**config.mk**
```make
export PLATFORM = sky130hd
export DESIGN_NAME = rst_hold_timer
export DESIGN_NICKNAME = d
export VERILOG_FILES = /design/src/rtl/rst_hold_pkg.sv /design/src/rtl/rhc_sync.sv /design/src/rtl/rhc_counter.sv /design/src/rtl/rhc_thresh.sv /design/src/rtl/rst_hold_timer.sv
export SDC_FILE = /design/constraint.sdc
export NUM_CORES = 1
export LEC_CHECK = 0
export BUFFER_PORTS_ARGS = -buffer_cell sky130_fd_sc_hd__buf_2
export CAP_MARGIN = 20
export CORE_MARGIN = 2
export CORE_UTILIZATION = 50
export CTS_CLUSTER_DIAMETER = 150
export CTS_CLUSTER_SIZE = 30
export DETAILED_ROUTE_END_ITERATION = 12
export PLACE_DENSITY_LB_ADDON = 0.25
export SLEW_MARGIN = 10
export SYNTH_ARGS = -nofsm -noshare
export SYNTH_HDL_FRONTEND = slang
export SYNTH_SLANG_ARGS = --single-unit
```
**constraint.sdc**
```tcl
create_clock -name clk -period 2.58 [get_ports clk]
set_input_delay 0.258 -clock clk [delete_from_list [all_inputs] [get_ports clk]]
set_output_delay 0.258 -clock clk [all_outputs]
set_load 0.02 [all_outputs]
```
**src/rtl/rst_hold_pkg.sv**
```systemverilog
package rst_hold_pkg;
  localparam int REG_W   = 32;
  localparam int CLR_BIT = 31;

  typedef enum logic {
    SEL_LEN = 1'b0,
    SEL_THR = 1'b1
  } wsel_e;
endpackage

```
**src/rtl/rhc_sync.sv**
```systemverilog
module rhc_sync #(
  parameter int STAGES = 2
) (
  input  logic clk,
  input  logic rst,
  input  logic async_n,
  output logic pressed
);
  logic [STAGES-1:0] sh;

  always_ff @(posedge clk) begin
    if (rst) sh <= '1;
    else     sh <= {sh[STAGES-2:0], async_n};
  end

  assign pressed = ~sh[STAGES-1];
endmodule

```
**src/rtl/rhc_counter.sv**
```systemverilog
module rhc_counter #(
  parameter int W = 29
) (
  input  logic         clk,
  input  logic         rst,
  input  logic         inc,
  input  logic         clr,
  output logic [W-1:0] cnt
);
  localparam logic [W-1:0] MAXV = '1;

  always_ff @(posedge clk) begin
    if (rst)                      cnt <= '0;
    else if (clr)                 cnt <= '0;
    else if (inc && cnt != MAXV)  cnt <= cnt + W'(1);
  end

  p_step_r1: assert property (@(posedge clk) disable iff (rst)
    (inc && !clr && cnt != MAXV) |=> (cnt == $past(cnt) + W'(1)));

  p_sat_hold_r3: assert property (@(posedge clk) disable iff (rst)
    (cnt == MAXV && !clr) |=> (cnt == MAXV));

  p_frozen_r4: assert property (@(posedge clk) disable iff (rst)
    (!inc && !clr) |=> $stable(cnt));

  p_clear_r5: assert property (@(posedge clk) disable iff (rst)
    clr |=> (cnt == '0));

  p_resume_r6: assert property (@(posedge clk) disable iff (rst)
    (clr && inc) |=> (cnt == '0));
endmodule

```
**src/rtl/rhc_thresh.sv**
```systemverilog
module rhc_thresh #(
  parameter int             W       = 29,
  parameter logic [W-1:0]   RST_VAL = '0
) (
  input  logic         clk,
  input  logic         rst,
  input  logic         ld,
  input  logic [W-1:0] ld_val,
  input  logic [W-1:0] cnt,
  output logic         flag
);
  logic [W-1:0] thr;

  always_ff @(posedge clk) begin
    if (rst)     thr <= RST_VAL;
    else if (ld) thr <= ld_val;
  end

  always_ff @(posedge clk) begin
    if (rst) flag <= 1'b0;
    else     flag <= (cnt >= thr);
  end

  p_flag_low_r8: assert property (@(posedge clk) disable iff (rst)
    (cnt < thr) |=> !flag);

  p_flag_high_r8: assert property (@(posedge clk) disable iff (rst)
    (cnt >= thr) |=> flag);
endmodule

```
**src/rtl/rst_hold_timer.sv**
```systemverilog
module rst_hold_timer
  import rst_hold_pkg::*;
#(
  parameter int CNT_W    = 29,
  parameter int REF_HZ   = 25_000_000,
  parameter int HOLD_SEC = 5
) (
  input  logic        clk,
  input  logic        rst,
  input  logic        btn_n,
  input  logic        wr_en,
  input  logic        wr_sel,
  input  logic [31:0] wr_data,
  output logic [31:0] len_rd,
  output logic        long_press
);
  localparam logic [CNT_W-1:0] THR_RST = CNT_W'(REF_HZ * HOLD_SEC);
  localparam int PAD_W = REG_W - CNT_W;

  logic             pressed;
  logic             clr;
  logic             ld;
  logic [CNT_W-1:0] cnt;

  assign clr = wr_en && (wsel_e'(wr_sel) == SEL_LEN) && wr_data[CLR_BIT];
  assign ld  = wr_en && (wsel_e'(wr_sel) == SEL_THR);

  rhc_sync #(.STAGES(2)) u_sync (
    .clk     (clk),
    .rst     (rst),
    .async_n (btn_n),
    .pressed (pressed)
  );

  rhc_counter #(.W(CNT_W)) u_cnt (
    .clk (clk),
    .rst (rst),
    .inc (pressed),
    .clr (clr),
    .cnt (cnt)
  );

  rhc_thresh #(.W(CNT_W), .RST_VAL(THR_RST)) u_thr (
    .clk    (clk),
    .rst    (rst),
    .ld     (ld),
    .ld_val (wr_data[CNT_W-1:0]),
    .cnt    (cnt),
    .flag   (long_press)
  );

  assign len_rd = {{PAD_W{1'b0}}, cnt};

  p_wr_clear_r5: assert property (@(posedge clk) disable iff (rst)
    (wr_en && !wr_sel && wr_data[CLR_BIT]) |=> (len_rd == 32'd0));

  p_no_clear_r5: assert property (@(posedge clk) disable iff (rst)
    (!pressed && !(wr_en && !wr_sel && wr_data[CLR_BIT])) |=> $stable(len_rd));
endmodule

```
After elaboration in Yosys (flattened, before gate mapping)
Cells that the tools add are included.

Register bits after elaboration: 61. Bits of input ports: 37. Output and inout bits: 33. Word-level logic and storage cells: 14.

Add/sub/neg operators: 1. Magnitude comparators: 1. Equality and inequality tests: 1. Bitwise gates (word level): 2. Reduce and logical (&&, ||, !) cells: 5.

Operators with widths (count): $add A29 B1 Y29 const B (1); $ge A29 B29 Y1 (1); $ne A29 B29 Y1 const B (1); $logic_and A1 B1 Y1 (4); $not A1 Y1 (2); $reduce_or A2 Y1 (1).

Longest topological paths before layout
Gate-level depths: netlist of the first run.

Depth in word-level cells: 4. Depth in mapped cells: 8. Gate-level depth less buffers: 8.

By module
Synthesis of the first run repeated with hierarchy kept, for this count alone.

Cells, all modules: 388. Area total of the unflattened synthesis: 3412.0 µm².

By module, submodules not included: rhc_thresh (instances 1, cells each 199, area each 1766.7 µm², sequential area each 600.6 µm²); rhc_counter (instances 1, cells each 178, area each 1546.5 µm², sequential area each 580.6 µm²); rhc_sync (instances 1, cells each 5, area each 56.3 µm², sequential area each 40.0 µm²); rst_hold_timer (instances 1, cells each 6, area each 42.5 µm², sequential area each 0.0 µm²).

Worst setup path before layout of the first run
Ideal clock, no wire load.

Path type: register to register. Start: reg u_cnt.cnt[0]. End: reg u_cnt.cnt[26]. Library setup time: 70 ps. Data arrival time: 2221 ps. Data required time: 2510 ps. Setup slack: 289 ps. Cell stages (with the launch flop): 8. Path buffers: 0. Period minus slack after synthesis: 2291 ps. Cell sequence: dfxtp_1 > ha_1 > nand3_1 > or4_4 > a311oi_4 > nand2_2 > or3_1 > a21oi_1.

Word-level cells in the longest chain between the ends: 2. Elaborated cells between the ends (all ways): 3. Those cells by class: 1 x add/sub; 1 x eq/ne; 1 x reduce/logical.

Ends and longest elaborated chain: start, declared (RTL line rhc_counter.sv:8) `output logic [W-1:0] cnt`; start signal, assigned (RTL line rhc_counter.sv:15) `else if (inc && cnt != MAXV) cnt <= cnt + W'(1);`; parallel branches: the longest is 2 deep, another holds $add A29 B1 Y29.

Several ways; the timed one is not identified. A chain may end at the register's enable or synchronous reset.

Worst setup path after layout of the first run
Start: reg u_cnt.cnt[0]. End: reg u_cnt.cnt[23].

The elaborated chain is that of the path after synthesis.

==> metrics.md, run 1 <==
| Metric | Value |
|---|---|
| Crit path DAT | `2.64 ns` |
| Netlist cell types | `38` |
| Critical path launch point type | `register` |
| Post-Syn Area | `3190 sq um` |
| Hold_ws | `0.106 ns` |
| All-Layer GR Usage | `21.1%` |
| Worst min path class | `in2reg` |
| Worst-Margin Slew | `0.937 ns` |
| H-tree depth | `3` |
| Peak VDD IR | `0.441 mV` |
| Adder-cell share of the synthesized area | `11.8%` |
| Synthesis-to-layout area growth | `18.5%` |
| Die ar. | `7030 sq um` |
| Worst skew pair latency | `0.34 ns` |
| First-pass iteration count of the detailed router | `4` |
| Layout cells sized above 1 | `19.7%` |
| XOR/XNOR Fraction of Synth Area | `5.49%` |
| Initial antenna violation count | `0` |
| Commonest cells after routing, fill and taps aside | `nand2_1 (71), buf_2 (64), dfxtp_1 (61)` |
| RSZ-0062 raised after global routing | `no` |
| Final clock skew | `0.00685 ns` |
| EDFF count, synth | `0` |
| Pwr per Cell Area | `494 nW/um^2` |
| Max Cap Viol | `0` |
| Total chip power | `1.87 mW` |
| Sum Neg Setup Slack | `0 ns` |
| Max-slew headroom | `37.5%` |
| PostCTS Resize Cnt | `0` |
| Final hold violation count | `0` |
| Tcrit/Tclk final | `92.0%` |
| Largest family of logic cells by synthesized area | `simple AND/OR/NAND/NOR gates` |
| Vias in the first global route | `2,603` |
| Global-route wire length before repair | `12,100 um` |
| Largest net degree at the start of global routing | `35` |
| WHS Path Cells | `2` |
| Initial core utilization | `51.1%` |
| Final HPWL DP | `5320 um` |
| DR vias | `2,884` |
| CP Data Required Time | `2.84 ns` |
| Synth Area in Compound Gates | `11.3%` |
| Register area share after synthesis | `38.3%` |
| Final setup violation count | `0` |
| Gr ovfl total | `0` |
| Inserted Clock Buffers | `9` |
| Post-synthesis simple-gate area fraction | `26.5%` |
| Status | `completed` |
| CTS Hold Bufs | `0` |
| Async SR Flop Fraction | `0%` |
| Worst-case clock buffer depth | `2` |
| Critical Path Fanout Max | `11` |
| P_leak | `1.80 nW` |
| Slew Viols, Final | `0` |
| Rows | `29` |
| Clock Root Buffer | `clkbuf_8` |
| GPL Wtd Cong | `0.816` |
| Drt drc | `0` |
| Post-synthesis register bit count | `61` |
| Crit path time final | `2.37 ns` |
| Crit. End Element | `register` |
| TritonCTS clock tree | `yes` |
| Core box area | `6240 sq um` |
| Post-CTS Setup Inserts | `0` |
| FF-to-FF path depth | `7` |
| Ant diodes | `0` |
| CTS Sinks | `61` |
| YS warnings | `0` |
| Port bufs | `64` |
| Clock transition at path regs | `0.07 ns` |
| WL per Instance | `12.8 um` |
| Via/cell ratio | `5.25` |
| I/O Pins | `70` |
| Top_reg_cell synth | `dfxtp_1` |
| Fin nets | `536` |
| Crit path kind | `reg2reg` |
| Total routed wirelength | `7030 um` |
| Most common cell after layout, fill and taps aside | `nand2_1` |
| Mux share of post-synthesis cell area | `0%` |
| Synth Area per Inst | `7.99 sq um` |
| Routed Antenna Nets | `0` |
| Die width | `83.9 um` |
| Max Clock Freq | `0.421 GHz` |
| DR iter-0 viols | `150` |
| Post-synthesis cell count | `399` |
| Vert. Die Dim | `83.9 um` |
-- per-layer routing --
layer,vias to the layer above,wire (um),track usage (%)
li1,1493,-,-
met1,1312,3510,29.7
met2,67,3110,32.6
met3,12,295,3.56
met4,0,121,7.48
met5,-,0,0
-- registers in the layout, indices dropped and copies added (netlist names) --
register,count
u_cnt.cnt,29
u_sync.sh,2
u_thr.flag,1
u_thr.thr,29
-- layout make-up --
| cell class | count | area (sq um) |
|---|---|---|
| clock inverter | 2 | 10.0 |
| multi-input combinational | 288 | 1770 |
| timing repair buffer | 74 | 395 |
| clock buffer | 12 | 155 |
| inverter | 35 | 131 |
| tap | 77 | 96.3 |
| fill | 592 | 2460 |
| sequential | 61 | 1220 |
-- worst max-delay path, stage by stage, from the launching register on --
cell and delay, ns:
dfxtp_1 0.36, ha_1 0.23, nand3_1 0.11, nor4_1 0.08, a21oi_1 0.71, nand4_1 0.29, or3_1 0.37, a21oi_1 0.16
-- path summary, 6_finish.rpt --
check | start | endpoint | slack [ns]
setup / recovery | u_cnt.cnt[0]$_SDFFE_PP0P_ | u_cnt.cnt[23]$_SDFFE_PP0P_ | 0.21
hold / removal | btn_n | u_sync.sh[0]$_SDFF_PP1_ | 0.11
hold reg to reg | u_sync.sh[0]$_SDFF_PP1_ | u_sync.sh[1]$_SDFF_PP1_ | 0.41
setup reg to reg | u_cnt.cnt[0]$_SDFFE_PP0P_ | u_cnt.cnt[23]$_SDFFE_PP0P_ | 0.21
-- logic make-up after synthesis --
kind of cell / after synthesis
other: 1
adder cells (fa/ha/maj): 30
AO/OA/AOI/OAI: 60
flip-flops: 61
XOR/XNOR: 20
AND/OR/NAND/NOR: 175
buffers and inverters: 52
-- power by group --
part           leakage [nW]  total (mW)  internal [mW]  switching, mW
logic                  1.22       0.145         0.0599         0.0847
registers             0.497       0.985          0.970         0.0154
clock network        0.0881       0.736          0.387          0.349
total                  1.80        1.87           1.42          0.449
-- cells in the mapped netlist (all sizes together) (2+ instances only) --
library cell  instances  area, sq um
a211oi                3         22.5
a21o                  4         30.0
a21oi                32          160
and2                  2         12.5
and3                  3         18.8
and4                  2         17.5
buf                   4         26.3
clkbuf               13         48.8
dfxtp                61         1220
ha                   30          375
inv                  35          131
nand2                72          273
nand2b                2         12.5
nand3                12         60.1
nand3b               13         97.6
nand4                19          119
nor2                 33          124
nor3                  2         10.0
nor4                  3         18.8
o21ai                13         65.1
or2                   2         12.5
or3                   8         50.1
or4                   2         18.8
xnor2                 6         52.6
xor2                 14          123
-- per-stage QoR --
| stage | area, sq um | util [%] | instances | worst slack [ns] |
|---|---|---|---|---|
| after detailed placement | 3610 | 57.9 | 535 | 0.260 |
| after CTS | 3780 | 60.5 | 549 | 0.244 |
| final | 3780 | 60.5 | 549 | 0.206 |
| after floorplan | 3200 | - | 401 | 0.289 |
| after global routing | 3780 | 60.5 | 549 | 0.0640 |
| after global placement | 3610 | 57.9 | 535 | 0.300 |
No activity file was read; power rests on OpenSTA's default activity.
==> inputs of run 2 (changes only) <==
Settings changed: CAP_MARGIN 20 to 15, CELL_PAD_IN_SITES_DETAIL_PLACEMENT from default to 2, CELL_PAD_IN_SITES_GLOBAL_PLACEMENT from default to 2, CORE_UTILIZATION 50 to 31, CTS_BUF_LIST from default to sky130_fd_sc_hd__clkbuf_16.
==> run 2 against run 1 <==
Effect of this change: power rose by 18%; global-route usage fell by 2.1 points; sequential share of layout area fell by 1.8 points; worst setup slack improved by 0.066 ns; via count rose by 5.8%; die area rose by 58%; core utilization fell by 21 points; first-iteration DRC count fell by 51%; non-clock buffer count rose by 8; sequential cell count did not move; combinational power rose by 11%; clock skew barely moved.
==> metrics.md, run 2 (synthesis results as in run 1) <==
| Metric | Value |
|---|---|
| Fin worst setup slack | `0.272 ns` |
| RSZ-0062 raised after global routing | `no` |
| Max-slew headroom | `54.2%` |
| DR iter-0 viols | `74` |
| Most common cell after layout, fill and taps aside | `nand2_1` |
| All-Layer GR Usage | `19.0%` |
| Cell area after layout | `4010 sq um` |
| Sum Neg Setup Slack | `0 ns` |
| Placed Area | `3750 sq um` |
| Commonest cells after routing, fill and taps aside | `nand2_1 (71), buf_2 (64), dfxtp_1 (61)` |
| CTS Sinks | `61` |
| First-pass iteration count of the detailed router | `4` |
| Fin nets | `544` |
| Global-route wire length before repair | `16,800 um` |
| Peak VDD IR | `0.270 mV` |
| Non-Filler Instances | `618` |
| Layout cells sized above 1 | `21.0%` |
| Worst slack at placement | `0.306 ns` |
| Inserted Clock Buffers | `9` |
| Gr ovfl total | `0` |
| Status | `completed` |
| Total routed wirelength | `10,000 um` |
| Crit path kind | `reg2reg` |
| Worst skew pair latency | `0.32 ns` |
| Ant diodes | `0` |
| Critical Path Fanout Max | `7` |
| Post-CTS Setup Inserts | `0` |
| CTS Hold Bufs | `0` |
| Clock Root Buffer | `clkbuf_16` |
| Hold_ws | `0.128 ns` |
| Critical path launch point type | `register` |
| CP Data Required Time | `2.82 ns` |
| WL per Instance | `16.3 um` |
| Total chip power | `2.21 mW` |
| Largest regs | `u_cnt.cnt (29), u_thr.thr (29), u_sync.sh (2)` |
| I/O Pins | `70` |
| Vert. Die Dim | `105 um` |
| Die width | `105 um` |
| Synthesis-to-layout area growth | `25.6%` |
| Die ar. | `11,100 sq um` |
| P_leak | `1.89 nW` |
| WHS Path Cells | `2` |
| Crit path DAT | `2.55 ns` |
| Drt drc | `0` |
| Max Cap Viol | `0` |
| Final setup violation count | `0` |
| Placed insts | `602` |
| Crit path time final | `2.31 ns` |
| Worst min path class | `in2reg` |
| Routed Antenna Nets | `0` |
| Core box area | `10,100 sq um` |
| Worst-case clock buffer depth | `2` |
| GPL Wtd Cong | `0.791` |
| Port bufs | `64` |
| FF-to-FF path depth | `6` |
| DR vias | `3,051` |
| Vias in the first global route | `3,285` |
| Slew Viols, Final | `0` |
| Tcrit/Tclk final | `89.4%` |
| PostCTS Resize Cnt | `0` |
| TritonCTS clock tree | `yes` |
| Largest net degree at the start of global routing | `34` |
| Initial antenna violation count | `0` |
| Final clock skew | `0.00694 ns` |
| Initial core utilization | `31.4%` |
| Final hold violation count | `0` |
| Pwr per Cell Area | `552 nW/um^2` |
| Via/cell ratio | `4.94` |
| Crit. End Element | `register` |
| H-tree depth | `3` |
| Worst-Margin Slew | `0.688 ns` |
| Final HPWL DP | `7700 um` |
| Max Clock Freq | `0.433 GHz` |
| Rows | `37` |
| Final Util | `39.5%` |
| Clock transition at path regs | `0.05 ns` |
## run 2: cell count changes in the layout (fill, tap and decap cells not counted)
cell,delta
buf_4,+8
clkbuf_1,-1
clkbuf_16,+9
clkbuf_8,-11
clkinv_1,+2
clkinv_2,+1
clkinvlp_4,+1
inv_1,+1
## run 2: cell type report
| type | count | area [sq um] |
|---|---|---|
| Sequential cell | 61 | 1220 |
| Fill cell | 1189 | 6130 |
| Timing Repair Buffer | 82 | 455 |
| Clock buffer | 9 | 225 |
| Clock inverter | 7 | 33.8 |
| Tap cell | 136 | 170 |
| Inverter | 35 | 131 |
| Multi-Input combinational cell | 288 | 1770 |
## run 2: report_power, final
| group | internal [mW] | switching (mW) | total [mW] | leakage (nW) |
|---|---|---|---|---|
| combinational | 0.0637 | 0.0970 | 0.161 | 1.26 |
| sequential | 0.970 | 0.0147 | 0.985 | 0.497 |
| clock | 0.634 | 0.430 | 1.06 | 0.131 |
| total | 1.67 | 0.542 | 2.21 | 1.89 |
## run 2: worst max-delay path, stage by stage (launching register included)
cell and delay [ns]:
dfxtp_1 0.47, nand4_1 0.23, or4_4 0.56, a311oi_4 0.35, nand2_2 0.13, or3_1 0.34
a21oi_1 0.16
## run 2: path summary, 6_finish.rpt
| check | end | slack, ns | startpoint |
|---|---|---|---|
| min | u_sync.sh[0]$_SDFF_PP1_ | 0.13 | btn_n |
| min reg2reg | u_thr.thr[18]$_SDFFE_PP0P_ | 0.46 | u_thr.thr[18]$_SDFFE_PP0P_ |
| max reg2reg | u_cnt.cnt[26]$_SDFFE_PP0P_ | 0.27 | u_cnt.cnt[9]$_SDFFE_PP0P_ |
| max | u_cnt.cnt[26]$_SDFFE_PP0P_ | 0.27 | u_cnt.cnt[9]$_SDFFE_PP0P_ |
## run 2: metal layers
| metal | share of wire, % | vias up | routed length (um) | global-route usage [%] |
|---|---|---|---|---|
| met5 | 0 | - | 0 | 0 |
| met4 | 1.7 | 0 | 168 | 7.52 |
| met3 | 3.0 | 15 | 298 | 3.15 |
| met2 | 48 | 55 | 4780 | 31.2 |
| met1 | 48 | 1474 | 4800 | 24.9 |
| li1 | - | 1507 | - | - |
==> inputs of run 3 (changes only) <==
Settings changed: PLACE_DENSITY_LB_ADDON 0.25 to 0.12.
==> run 3 against run 2 <==
Effect of this change: global-route usage down 0.13 points; non-clock buffer count down 1; via count down 1.4%; cell count down 0.49%; power down 2.1%; largest cell class unchanged; highest routed layer unchanged.
==> metrics.md, run 3 (synthesis results as in run 1) <==
| Metric | Value |
|---|---|
| Routed Antenna Nets | `0` |
| Final setup violation count | `0` |
| First-pass iteration count of the detailed router | `4` |
| H-tree depth | `3` |
| Drt drc | `0` |
| Worst-case clock buffer depth | `2` |
| Crit path from | `u_cnt.cnt[0]$_SDFFE_PP0P_` |
| Worst-Margin Slew | `0.729 ns` |
| Fin nets | `543` |
| Rows | `37` |
| Final clock skew | `0.00391 ns` |
| RR Endpoint | `u_cnt.cnt[26]$_SDFFE_PP0P_` |
| Via/cell ratio | `4.89` |
| Gr ovfl total | `0` |
| FF-to-FF path depth | `7` |
| P_leak | `1.88 nW` |
| CP Data Required Time | `2.82 ns` |
| Worst Setup EP | `u_cnt.cnt[26]$_SDFFE_PP0P_` |
| Commonest cells after routing, fill and taps aside | `nand2_1 (71), buf_2 (64), dfxtp_1 (61)` |
| Port bufs | `64` |
| Total routed wirelength | `9900 um` |
| Critical path launch point type | `register` |
| Initial antenna violation count | `0` |
| PostCTS Resize Cnt | `0` |
| Vert. Die Dim | `105 um` |
| Pwr per Cell Area | `543 nW/um^2` |
| RSZ-0062 raised after global routing | `no` |
| Initial core utilization | `31.4%` |
| Largest net degree at the start of global routing | `35` |
| Synthesis-to-layout area growth | `25.0%` |
| Most common cell after layout, fill and taps aside | `nand2_1` |
| Tcrit/Tclk final | `91.6%` |
| Clock Root Buffer | `clkbuf_16` |
| Critical Path Fanout Max | `5` |
| Die width | `105 um` |
| Final hold violation count | `0` |
| Max-slew headroom | `51.4%` |
| All-Layer GR Usage | `18.9%` |
| Worst min path class | `in2reg` |
| Layout cells sized above 1 | `20.5%` |
| Max Cap Viol | `0` |
| TritonCTS clock tree | `yes` |
| DR vias | `3,009` |
| Crit. End Element | `register` |
| Inserted Clock Buffers | `9` |
| Global-route wire length before repair | `16,600 um` |
| R2R setup slack | `0.22 ns` |
| DR iter-0 viols | `58` |
| CTS Hold Bufs | `0` |
| Max Clock Freq | `0.423 GHz` |
| Status | `completed` |
| Post-CTS Setup Inserts | `0` |
| Vias in the first global route | `3,303` |
| WL per Instance | `16.1 um` |
| Crit path kind | `reg2reg` |
| Ant diodes | `0` |
| RR Startpoint | `u_cnt.cnt[0]$_SDFFE_PP0P_` |
| Clock transition at path regs | `0.05 ns` |
| I/O Pins | `70` |
| Core box area | `10,100 sq um` |
| Sum Neg Setup Slack | `0 ns` |
| Crit path time final | `2.36 ns` |
| Final HPWL DP | `7580 um` |
| Cell area after layout | `3990 sq um` |
| GPL Wtd Cong | `0.783` |
| Crit path DAT | `2.60 ns` |
| Peak VDD IR | `0.266 mV` |
| Slew Viols, Final | `0` |
| CTS Sinks | `61` |
| Worst skew pair latency | `0.31 ns` |
| Die ar. | `11,100 sq um` |
| Placed Area | `3740 sq um` |
| Largest regs | `u_cnt.cnt (29), u_thr.thr (29), u_sync.sh (2)` |
==> run 3: final cells by class <==
cell class | instances | area (sq um)
inverters | 35 | 131
clock buffers | 9 | 225
flip-flops and latches | 61 | 1220
well taps | 136 | 170
repair buffers | 81 | 448
clock inverters | 5 | 21.3
multi-input cells | 288 | 1770
fillers | 1155 | 6150
==> run 3: power by group <==
part	total (mW)	leakage, nW	internal, mW	switching, mW
Sequential	0.987	0.497	0.971	0.0157
Clock	1.02	0.127	0.624	0.398
Combinational	0.155	1.25	0.0618	0.0933
==> run 3: how the worst min path moves through the flow <==
stage / startpoint / to / slack, ns / depth (start not counted)
after floorplan: rst / u_thr.flag$_SDFF_PP0_ / 0.36 / 1
after detailed placement: u_sync.sh[0]$_SDFF_PP1_ / u_sync.sh[1]$_SDFF_PP1_ / 0.44 / 1
after global routing: btn_n / u_sync.sh[0]$_SDFF_PP1_ / 0.14 / 2
after global placement: u_sync.sh[0]$_SDFF_PP1_ / u_sync.sh[1]$_SDFF_PP1_ / 0.44 / 1
final: btn_n / u_sync.sh[0]$_SDFF_PP1_ / 0.13 / 2
after CTS: btn_n / u_sync.sh[0]$_SDFF_PP1_ / 0.13 / 2
==> run 3: through the flow <==
| stage | hold slack [ns] | worst slack, ns | power [mW] | std cells | utilization [%] |
|---|---|---|---|---|---|
| final | 0.134 | 0.217 | 2.16 | 615 | 39.3 |
| after global routing | 0.143 | 0.0952 | 2.26 | 615 | 39.3 |
| after CTS | 0.127 | 0.196 | 2.20 | 615 | 39.3 |
| after detailed placement | 0.443 | 0.239 | 1.17 | 601 | 36.9 |
| after global placement | 0.437 | 0.350 | 1.16 | 601 | 36.9 |
| after floorplan | 0.359 | 0.289 | 1.10 | 401 | - |
==> run 3: worst max-delay path, stage by stage, from the launching register on <==
cell,delay [ns]
dfxtp_1,0.41
ha_1,0.22
nand3_1,0.13
or4_4,0.56
a311oi_4,0.36
nand2_2,0.13
or3_1,0.33
a21oi_1,0.15
==> run 3: routing by layer <==
| metal | vias to the layer above | global-route usage, % | wire [um] |
|---|---|---|---|
| met5 | - | 0 | 0 |
| met4 | 0 | 5.71 | 51 |
| met3 | 2 | 3.03 | 244 |
| met2 | 39 | 32.1 | 4860 |
| met1 | 1468 | 24.5 | 4740 |
| li1 | 1500 | - | - |
